<file path="src/rtl/ccr_pkg.sv">
`timescale 1ns/1ps
package ccr_pkg;
   localparam int DATA_W        = 32;
   localparam int ADDR_W        = 16;
   localparam int OFS_W         = 13;
   localparam int OTHER_FIELD_W = 8;
   localparam int L2_BYPASS_BIT = 20;
   localparam int N_SUB         = 2;

   // window number is bus_addr[15:13]
   localparam logic [2:0] WIN_GLOBAL_NUM = 3'd0;
   localparam logic [2:0] WIN_LOCAL_NUM  = 3'd1;
   localparam logic [2:0] WIN_OTHER_NUM  = 3'd2;

   // global section offsets
   localparam logic [OFS_W-1:0] G_CONFIG    = 13'h000;
   localparam logic [OFS_W-1:0] G_BASE      = 13'h004;
   localparam logic [OFS_W-1:0] G_REV       = 13'h008;
   localparam logic [OFS_W-1:0] G_INTC_BASE = 13'h040;
   localparam logic [OFS_W-1:0] G_PWR_BASE  = 13'h044;
   localparam logic [OFS_W-1:0] G_INTC_STAT = 13'h048;
   localparam logic [OFS_W-1:0] G_PWR_STAT  = 13'h04C;
   localparam logic [OFS_W-1:0] G_L2CFG     = 13'h060;

   // per-processor window offsets
   localparam logic [OFS_W-1:0] P_CONFIG = 13'h010;
   localparam logic [OFS_W-1:0] P_OTHER  = 13'h018;
   localparam logic [OFS_W-1:0] P_RBASE  = 13'h020;

   localparam logic [DATA_W-1:0] RBASE_MASK    = 32'hFFFF_F000;
   localparam logic [DATA_W-1:0] RBASE_RESET   = 32'hBFC0_0000;
   localparam logic [DATA_W-1:0] SUB_ADDR_MASK = 32'hFFFF_8000;
   localparam logic [DATA_W-1:0] SUB_EN_MASK   = 32'h0000_0001;

   typedef enum logic [3:0] {
      K_NONE, K_CONFIG, K_BASE, K_REV, K_SUB_BASE, K_SUB_STAT,
      K_L2CFG, K_P_CONFIG, K_P_OTHER, K_P_RBASE
   } reg_kind_e;

   typedef enum logic [1:0] {W_GLOBAL, W_LOCAL, W_OTHER, W_NONE} win_e;

   typedef struct packed {
      win_e      win;
      reg_kind_e kind;
      logic      sub_idx;
   } dec_t;
endpackage

</file>
<file path="src/rtl/ccr_decode.sv">
`timescale 1ns/1ps
module ccr_decode
   import ccr_pkg::*;
(
   input  logic [ADDR_W-1:0] addr,
   output dec_t              dec
);
   logic [2:0]       win_sel;
   logic [OFS_W-1:0] ofs;

   assign win_sel = addr[ADDR_W-1:OFS_W];
   assign ofs     = addr[OFS_W-1:0];

   always_comb begin
      dec.win     = W_NONE;
      dec.kind    = K_NONE;
      dec.sub_idx = 1'b0;
      if (addr[1:0] == 2'b00) begin
         if (win_sel == WIN_GLOBAL_NUM) begin
            dec.win = W_GLOBAL;
            case (ofs)
               G_CONFIG:    dec.kind = K_CONFIG;
               G_BASE:      dec.kind = K_BASE;
               G_REV:       dec.kind = K_REV;
               G_INTC_BASE: begin dec.kind = K_SUB_BASE; dec.sub_idx = 1'b0; end
               G_PWR_BASE:  begin dec.kind = K_SUB_BASE; dec.sub_idx = 1'b1; end
               G_INTC_STAT: begin dec.kind = K_SUB_STAT; dec.sub_idx = 1'b0; end
               G_PWR_STAT:  begin dec.kind = K_SUB_STAT; dec.sub_idx = 1'b1; end
               G_L2CFG:     dec.kind = K_L2CFG;
               default:     dec.kind = K_NONE;
            endcase
         end else if (win_sel == WIN_LOCAL_NUM || win_sel == WIN_OTHER_NUM) begin
            dec.win = (win_sel == WIN_LOCAL_NUM) ? W_LOCAL : W_OTHER;
            case (ofs)
               P_CONFIG: dec.kind = K_P_CONFIG;
               P_OTHER:  dec.kind = K_P_OTHER;
               P_RBASE:  dec.kind = K_P_RBASE;
               default:  dec.kind = K_NONE;
            endcase
         end
      end
   end
endmodule

</file>
<file path="src/rtl/ccr_proc_slot.sv">
`timescale 1ns/1ps
module ccr_proc_slot
   import ccr_pkg::*;
#(
   parameter int N_PROC = 4,
   parameter int ID_W   = 2,
   parameter int VEC_W  = 64
) (
   input  logic              clk,
   input  logic              rst_n,
   input  logic              wr_other,
   input  logic              wr_rbase,
   input  logic [DATA_W-1:0] wdata,
   output logic [ID_W-1:0]   other_q,
   output logic [DATA_W-1:0] rbase_q,
   output logic [VEC_W-1:0]  exc_base
);
   logic in_range;

   // pointer field compared in full, so high-field bits cannot alias into range
   assign in_range = 32'(wdata[OTHER_FIELD_W-1:0]) < 32'(N_PROC);

   always_ff @(posedge clk) begin
      if (!rst_n) begin
         other_q <= '0;
         rbase_q <= RBASE_RESET & RBASE_MASK;
      end else begin
         if (wr_other && in_range) other_q <= wdata[ID_W-1:0];
         if (wr_rbase)             rbase_q <= wdata & RBASE_MASK;
      end
   end

   if (VEC_W > DATA_W) begin : g_sext
      assign exc_base = {{(VEC_W-DATA_W){rbase_q[DATA_W-1]}}, rbase_q};
   end else begin : g_narrow
      assign exc_base = rbase_q[VEC_W-1:0];
   end
endmodule

</file>
<file path="src/rtl/ccr_sub_reg.sv">
`timescale 1ns/1ps
module ccr_sub_reg
   import ccr_pkg::*;
(
   input  logic              clk,
   input  logic              rst_n,
   input  logic              present,
   input  logic              wr,
   input  logic [DATA_W-1:0] wdata,
   output logic [DATA_W-1:0] val_q,
   output logic [DATA_W-1:0] base_addr,
   output logic              en
);
   always_ff @(posedge clk) begin
      if (!rst_n)              val_q <= '0;
      else if (wr && present)  val_q <= wdata & (SUB_ADDR_MASK | SUB_EN_MASK);
   end

   assign base_addr = val_q & SUB_ADDR_MASK;
   assign en        = val_q[0];
endmodule

</file>
<file path="src/rtl/cluster_ctrl_regs.sv">
`timescale 1ns/1ps
module cluster_ctrl_regs
   import ccr_pkg::*;
#(
   parameter int          N_PROC     = 4,
   parameter int          VEC_W      = 64,
   parameter logic [31:0] REV_VALUE  = 32'h0000_0800,
   parameter logic [31:0] BLOCK_BASE = 32'h1FBF_8000,
   localparam int         ID_W       = (N_PROC > 1) ? $clog2(N_PROC) : 1
) (
   input  logic                    clk,
   input  logic                    rst_n,
   input  logic                    bus_en,
   input  logic                    bus_we,
   input  logic [15:0]             bus_addr,
   input  logic [31:0]             bus_wdata,
   input  logic [ID_W-1:0]         bus_id,
   output logic [31:0]             bus_rdata,
   input  logic                    intc_present,
   input  logic                    pwr_present,
   output logic [N_PROC*VEC_W-1:0] exc_base_flat,
   output logic [31:0]             intc_base,
   output logic                    intc_en,
   output logic [31:0]             pwr_base,
   output logic                    pwr_en
);
   if (N_PROC < 1 || N_PROC > (1 << OTHER_FIELD_W)) begin : g_bad_nproc
      $error("cluster_ctrl_regs: N_PROC must lie in 1..256");
   end
   if (VEC_W < DATA_W) begin : g_bad_vecw
      $error("cluster_ctrl_regs: VEC_W must be at least 32");
   end

   dec_t dec;
   ccr_decode u_dec (.addr(bus_addr), .dec(dec));

   logic                    wr_p;
   logic [ID_W-1:0]         other_q [N_PROC];
   logic [DATA_W-1:0]       rbase_q [N_PROC];
   logic [N_PROC*ID_W-1:0]  other_flat;
   logic [N_PROC-1:0]       wr_other;
   logic [N_PROC-1:0]       wr_rbase;
   logic [ID_W-1:0]         req_other;
   logic                    req_ok;
   logic [ID_W-1:0]         tgt_id;
   logic [ID_W-1:0]         tgt_other;
   logic [DATA_W-1:0]       tgt_rbase;
   logic [N_SUB-1:0]        present;
   logic [DATA_W-1:0]       sub_val  [N_SUB];
   logic [DATA_W-1:0]       sub_base [N_SUB];
   logic [N_SUB-1:0]        sub_en;
   logic [DATA_W-1:0]       rd_next;

   assign wr_p    = bus_en && bus_we;
   assign present = {pwr_present, intc_present};

   // resolve requester and window target
   always_comb begin
      req_other = '0;
      req_ok    = 1'b0;
      for (int i = 0; i < N_PROC; i++) begin
         if (bus_id == ID_W'(i)) begin
            req_other = other_q[i];
            req_ok    = 1'b1;
         end
      end
      tgt_id    = (dec.win == W_OTHER) ? req_other : bus_id;
      tgt_other = '0;
      tgt_rbase = '0;
      for (int i = 0; i < N_PROC; i++) begin
         if (tgt_id == ID_W'(i)) begin
            tgt_other = other_q[i];
            tgt_rbase = rbase_q[i];
         end
      end
   end

   for (genvar g = 0; g < N_PROC; g++) begin : g_slot
      assign wr_other[g] = wr_p && (dec.kind == K_P_OTHER) && req_ok && (tgt_id == ID_W'(g));
      assign wr_rbase[g] = wr_p && (dec.kind == K_P_RBASE) && req_ok && (tgt_id == ID_W'(g));

      ccr_proc_slot #(.N_PROC(N_PROC), .ID_W(ID_W), .VEC_W(VEC_W)) u_slot (
         .clk      (clk),
         .rst_n    (rst_n),
         .wr_other (wr_other[g]),
         .wr_rbase (wr_rbase[g]),
         .wdata    (bus_wdata),
         .other_q  (other_q[g]),
         .rbase_q  (rbase_q[g]),
         .exc_base (exc_base_flat[g*VEC_W +: VEC_W])
      );

      assign other_flat[g*ID_W +: ID_W] = other_q[g];
   end

   for (genvar s = 0; s < N_SUB; s++) begin : g_sub
      ccr_sub_reg u_sub (
         .clk       (clk),
         .rst_n     (rst_n),
         .present   (present[s]),
         .wr        (wr_p && (dec.kind == K_SUB_BASE) && (dec.sub_idx == 1'(s))),
         .wdata     (bus_wdata),
         .val_q     (sub_val[s]),
         .base_addr (sub_base[s]),
         .en        (sub_en[s])
      );
   end

   assign intc_base = sub_base[0];
   assign intc_en   = sub_en[0];
   assign pwr_base  = sub_base[1];
   assign pwr_en    = sub_en[1];

   always_comb begin
      case (dec.kind)
         K_CONFIG:   rd_next = '0;
         K_BASE:     rd_next = BLOCK_BASE;
         K_REV:      rd_next = REV_VALUE;
         K_SUB_BASE: rd_next = sub_val[dec.sub_idx];
         K_SUB_STAT: rd_next = {31'b0, present[dec.sub_idx]};
         K_L2CFG:    rd_next = 32'(1) << L2_BYPASS_BIT;
         K_P_CONFIG: rd_next = req_ok ? 32'(N_PROC - 1) : '0;
         K_P_OTHER:  rd_next = req_ok ? 32'(tgt_other) : '0;
         K_P_RBASE:  rd_next = req_ok ? tgt_rbase : '0;
         default:    rd_next = '0;
      endcase
   end

   always_ff @(posedge clk) begin
      if (!rst_n)                bus_rdata <= '0;
      else if (bus_en && !bus_we) bus_rdata <= rd_next;
   end
endmodule

</file>
<file path="config.mk">
export PLATFORM = sky130hd
export DESIGN_NAME = cluster_ctrl_regs
export DESIGN_NICKNAME = d
export VERILOG_FILES = /design/src/rtl/ccr_pkg.sv /design/src/rtl/ccr_decode.sv /design/src/rtl/ccr_proc_slot.sv /design/src/rtl/ccr_sub_reg.sv /design/src/rtl/cluster_ctrl_regs.sv
export SDC_FILE = /design/constraint.sdc
export NUM_CORES = 1
export LEC_CHECK = 0
export BUFFER_PORTS_ARGS = -buffer_cell sky130_fd_sc_hd__buf_2
export CAP_MARGIN = 15
export CORE_MARGIN = 2
export CORE_UTILIZATION = 30
export CTS_CLUSTER_SIZE = 8
export DETAILED_ROUTE_END_ITERATION = 10
export GPL_TIMING_DRIVEN = 0
export PLACE_DENSITY = 0.56
export SETUP_SLACK_MARGIN = 0.4
export SLEW_MARGIN = 0
export SYNTH_ARGS = -nofsm -noshare
export SYNTH_HDL_FRONTEND = slang
export SYNTH_HIERARCHICAL = 1
export SYNTH_SLANG_ARGS = --single-unit
</file>
<file path="constraint.sdc">
create_clock -name clk -period 2.9 [get_ports clk]
set_input_delay 0 -clock clk [delete_from_list [all_inputs] [get_ports clk]]
set_output_delay 0 -clock clk [all_outputs]
set_load 0.03 [all_outputs]
</file>
==> metrics.csv <==
stage,metric,value,unit
status,run status,finished clean,
worst_setup_path,Worst path top cell family by delay,simple AND/OR/NAND/NOR gates,
worst_setup_path,required time at the worst-slack endpoint,3.25,ns
detailed_routing,Iter 0 DRT Violations,355,
synthesis,area fraction of the dominant cell type after synthesis,28.3,%
detailed_routing,vias post-DR,9136,
worst_setup_path,Buffers & Inverters on Critical Path,1,
clocking,clock transition time at the flip-flop clock pins of the worst setup and hold paths,0.07,ns
sta,Slew Limit Fails,0,
worst_setup_path,critical path's slowest cell,sky130_fd_sc_hd__or4b_4,
grt,wire length of the first global-routing pass,50.6,mm
die,floorplan row count,70,
synthesis,share of the yosys chip area belonging to registers,28.3,%
grt,vias in the first global route,8343,
sta,final number of setup-violating endpoints,0,
power,overall power,0.00510,W
clocking,clock network latency to the later pin of the worst-skew pair,0.43,ns
synthesis,compound-cell area share of the yosys netlist,7.13,%
grt,global-route met3 utilization,3.49,%
sta,headroom to the max-slew limit,26.9,%
detailed_routing,total detailed-routing wirelength,34.4,mm
worst_setup_path,maximum cell stage delay along the critical path,0.48,ns
place,total half-perimeter wirelength after legalization and detailed placement,26.1,mm
worst_setup_path,Max Fanout on Critical Path,10,
clocking,master cell of the clock root buffer,sky130_fd_sc_hd__clkbuf_16,
worst_setup_path,arrival time of the worst setup path,2.79,ns
place,Placement Setup Slack,-0.638,ns
die,I/O pin total,410,
place,count of input and output buffers,325,
clocking,CTS tree,built,
grt,number of antenna violations at the first check in global routing,0,
detailed_routing,per-cell via count in the routed design,4.17,
sta,RSZ-0062 raised after global routing,true,
synthesis,count of state elements after synthesis,156,
finish,antenna cells,0,
synthesis,cell taking the most area after synthesis,sky130_fd_sc_hd__dfxtp_1,
worst_setup_path,critical path cell sequence,mux2i_2 -> nor3_2 -> a21oi_4 -> buf_4 -> nand2b_4 -> nor2_2 -> or4b_4 -> nor4_4 -> mux2i_1,
synthesis,most frequently used flop master after synthesis,sky130_fd_sc_hd__dfxtp_1,
worst_hold_path,classification of the worst-slack hold path,in -> reg,
die,floorplan die width,196,um
grt,"Remaining Overflow, GRT",0,
detailed_routing,DRC,0,
synthesis,netlist area before placement,11000,um^2
clocking,number of buffers on the longest clock path,2,
synthesis,Yosys warning total,6,
worst_setup_path,type of the worst setup path,reg -> reg,
synthesis,fraction of synthesized area in multiplexers,18.2,%
synthesis,post-synthesis simple-gate area fraction,14.8,%
power,static leakage,6.72,nW
synthesis,share of synthesized registers carrying an async set or reset,0,%
synthesis,XOR/XNOR Fraction of Synth Area,0.159,%
grt,global routing's busiest layer,met2,
sta,setup clock skew after layout,0.00983,ns
synthesis,commonest cells in the synthesized netlist,"sky130_fd_sc_hd__buf_4 (402), sky130_fd_sc_hd__dfxtp_1 (156), sky130_fd_sc_hd__mux2i_1 (109)",
grt,maximum number of pins on one net before global-route repair,36,
clocking,CTS Buf Count,17,
synthesis,most frequently used cell type in the post-synthesis netlist,sky130_fd_sc_hd__buf_4,
finish,Synth-to-Final Area Change,35.4,%
detailed_routing,post-detailed-route count of antenna-violating nets,0,
finish,final layout net count,1765,
sta,fmax,410,MHz
grt,met2 track demand over resource,29.4,%
synthesis,number of synthesized flops with an enable pin,0,
synthesis,post-synthesis cell type count,60,
sta,"Period Utilization, post-route",84.0,%
die,area of the die,38300,um^2
worst_setup_path,type of element capturing the critical path,flop,
clocking,TritonCTS sink count,156,
power,VDD IR-drop max,379,uV
power,power per cell area,341,nW/um^2
grt,total global-route track usage,17.4,%
detailed_routing,number of iterations in the first detailed-routing pass,5,
sta,slew of the pin with the lowest slew margin,1.10,ns
grt,met1 Track Usage GR,22.4,%
worst_setup_path,nature of the critical path startpoint,flop,
synthesis,largest family of logic cells by synthesized area,buffers and inverters,
synthesis,area share of fa/ha/maj cells after synthesis,0,%
detailed_routing,wire length per cell after detailed routing,15.7,um
clocking,H-tree levels,4,
finish,share of final-layout standard cells stronger than drive strength 1,53.3,%
synthesis,synthesized instance count,1178,
die,die extent in y,196,um
die,Core Footprint,36400,um^2
place,final RePlAce weighted congestion,0.833,
die,starting density of the core,30.3,%
synthesis,synth top area cells,"sky130_fd_sc_hd__dfxtp_1 (28%), sky130_fd_sc_hd__buf_4 (27%), sky130_fd_sc_hd__mux2i_1 (9.9%), sky130_fd_sc_hd__mux4_2 (6.1%), sky130_fd_sc_hd__nand2_1 (3.5%)",
sta,final worst path period need,2.44,ns
sta,fin worst setup slack,0.463,ns
synthesis,mean area per synthesized cell,9.37,um^2
job,number of violations of the max-capacitance limit,0,
sta,final-report hold violation count,0,
-- layer usage --
metal	vias up	part of all wire (%)
met1	4281	43
met4	0	2.0
met2	271	50
met3	31	5.4
li1	4553	-
met5	-	0
-- cell type report --
cell class                 instances  area [um^2]
clock inverter                     9          114
inverter                           3         11.3
tap                              468          586
buffer                           461         3480
sequential                       156         3130
multi-input combinational        706         5140
timing repair buffer             364         2020
fill                            3764        21500
clock buffer                      22          464
-- layout by cell type, fill, tap and decap left out, types with 8 or more instances in the layout --
| cell type | n |
|---|---|
| sky130_fd_sc_hd__mux2i_1 | 108 |
| sky130_fd_sc_hd__mux4_2 | 30 |
| sky130_fd_sc_hd__nor2b_1 | 47 |
| sky130_fd_sc_hd__nand2_1 | 103 |
| sky130_fd_sc_hd__clkbuf_1 | 21 |
| sky130_fd_sc_hd__clkbuf_16 | 17 |
| sky130_fd_sc_hd__conb_1 | 154 |
| sky130_fd_sc_hd__nor2_1 | 36 |
| sky130_fd_sc_hd__dfxtp_1 | 154 |
| sky130_fd_sc_hd__buf_2 | 326 |
| sky130_fd_sc_hd__buf_6 | 11 |
| sky130_fd_sc_hd__o21ai_2 | 20 |
| sky130_fd_sc_hd__a221o_1 | 30 |
| sky130_fd_sc_hd__dlygate4sd3_1 | 27 |
| sky130_fd_sc_hd__nand4_1 | 39 |
| sky130_fd_sc_hd__mux2_2 | 17 |
| sky130_fd_sc_hd__clkbuf_2 | 8 |
| sky130_fd_sc_hd__buf_4 | 420 |
| sky130_fd_sc_hd__a21oi_1 | 16 |
| sky130_fd_sc_hd__o21ai_0 | 20 |
-- timing repair --
item	CTS	global route
pin swaps	4	11
setup endpoints to repair	144	126
gates resized for setup	30	37
hold buffers	27	0
gates cloned	0	0
buffers inserted	5	6
endpoints found under the hold margin	124	0
-- stage by stage --
| stage | setup TNS (ns) | cells | util [%] | hold slack (ns) | area (um^2) |
|---|---|---|---|---|---|
| final | 0 | 2189 | 41.0 | 0.0263 | 14900 |
| after global routing | 0 | 2189 | 41.0 | 0.0106 | 14900 |
| after detailed placement | -58.95 | 2119 | 37.9 | 0.297 | 13800 |
| after floorplan | 0 | 1326 | - | 0.0989 | 11600 |
| after CTS | 0 | 2182 | 40.6 | 0.000360 | 14800 |
| after global placement | -57.75 | 2119 | 37.9 | 0.295 | 13800 |
-- cell families (layout without fill, tap and decap cells) --
logic type | Yosys count | after routing
AOI/OAI and AO/OA | 103 | 103
buffers and inverters | 464 | 859
muxes | 158 | 158
DFF | 156 | 156
xor gates and xnor gates | 2 | 2
and+or+nand+nor | 289 | 289
other | 6 | 154
-- flip-flops by register name, indices dropped and copies added (netlist names) --
signal                 cells
g_sub.u_sub/val_q         36
g_slot.u_slot/other_q      8
g_slot.u_slot/rbase_q     80
bus_rdata                 32
-- report_power, final --
part	internal, W	leakage [nW]	switching [W]
logic	0.000304	5.19	0.000396
clock network	0.00131	0.273	0.000942
registers	0.00214	1.26	0.000000564
total	0.00376	6.72	0.00134
-- worst paths after layout --
check	depth (start not counted)	end	slack [ns]	startpoint
max	9	g_slot[2].u_slot/other_q[1]$_SDFFE_PN0P_	0.46	g_slot[1].u_slot/other_q[1]$_SDFFE_PN0P_
min	4	g_slot[0].u_slot/other_q[0]$_SDFFE_PN0P_	0.03	bus_wdata[2]
max reg2reg	9	g_slot[2].u_slot/other_q[1]$_SDFFE_PN0P_	0.46	g_slot[1].u_slot/other_q[1]$_SDFFE_PN0P_
min reg2reg	2	bus_rdata[11]$_SDFFE_PN0P_	0.45	bus_rdata[11]$_SDFFE_PN0P_
-- worst reg2reg max path, cell delays in order, from the launching register on --
cell                       delay [ns]
sky130_fd_sc_hd__dfxtp_2         0.36
sky130_fd_sc_hd__mux2i_2         0.10
sky130_fd_sc_hd__nor3_2          0.28
sky130_fd_sc_hd__a21oi_4         0.09
sky130_fd_sc_hd__buf_4           0.21
sky130_fd_sc_hd__nand2b_4        0.18
sky130_fd_sc_hd__nor2_2          0.11
sky130_fd_sc_hd__or4b_4          0.48
sky130_fd_sc_hd__nor4_4          0.32
sky130_fd_sc_hd__mux2i_1         0.23
No activity file was read; power rests on OpenSTA's default activity.
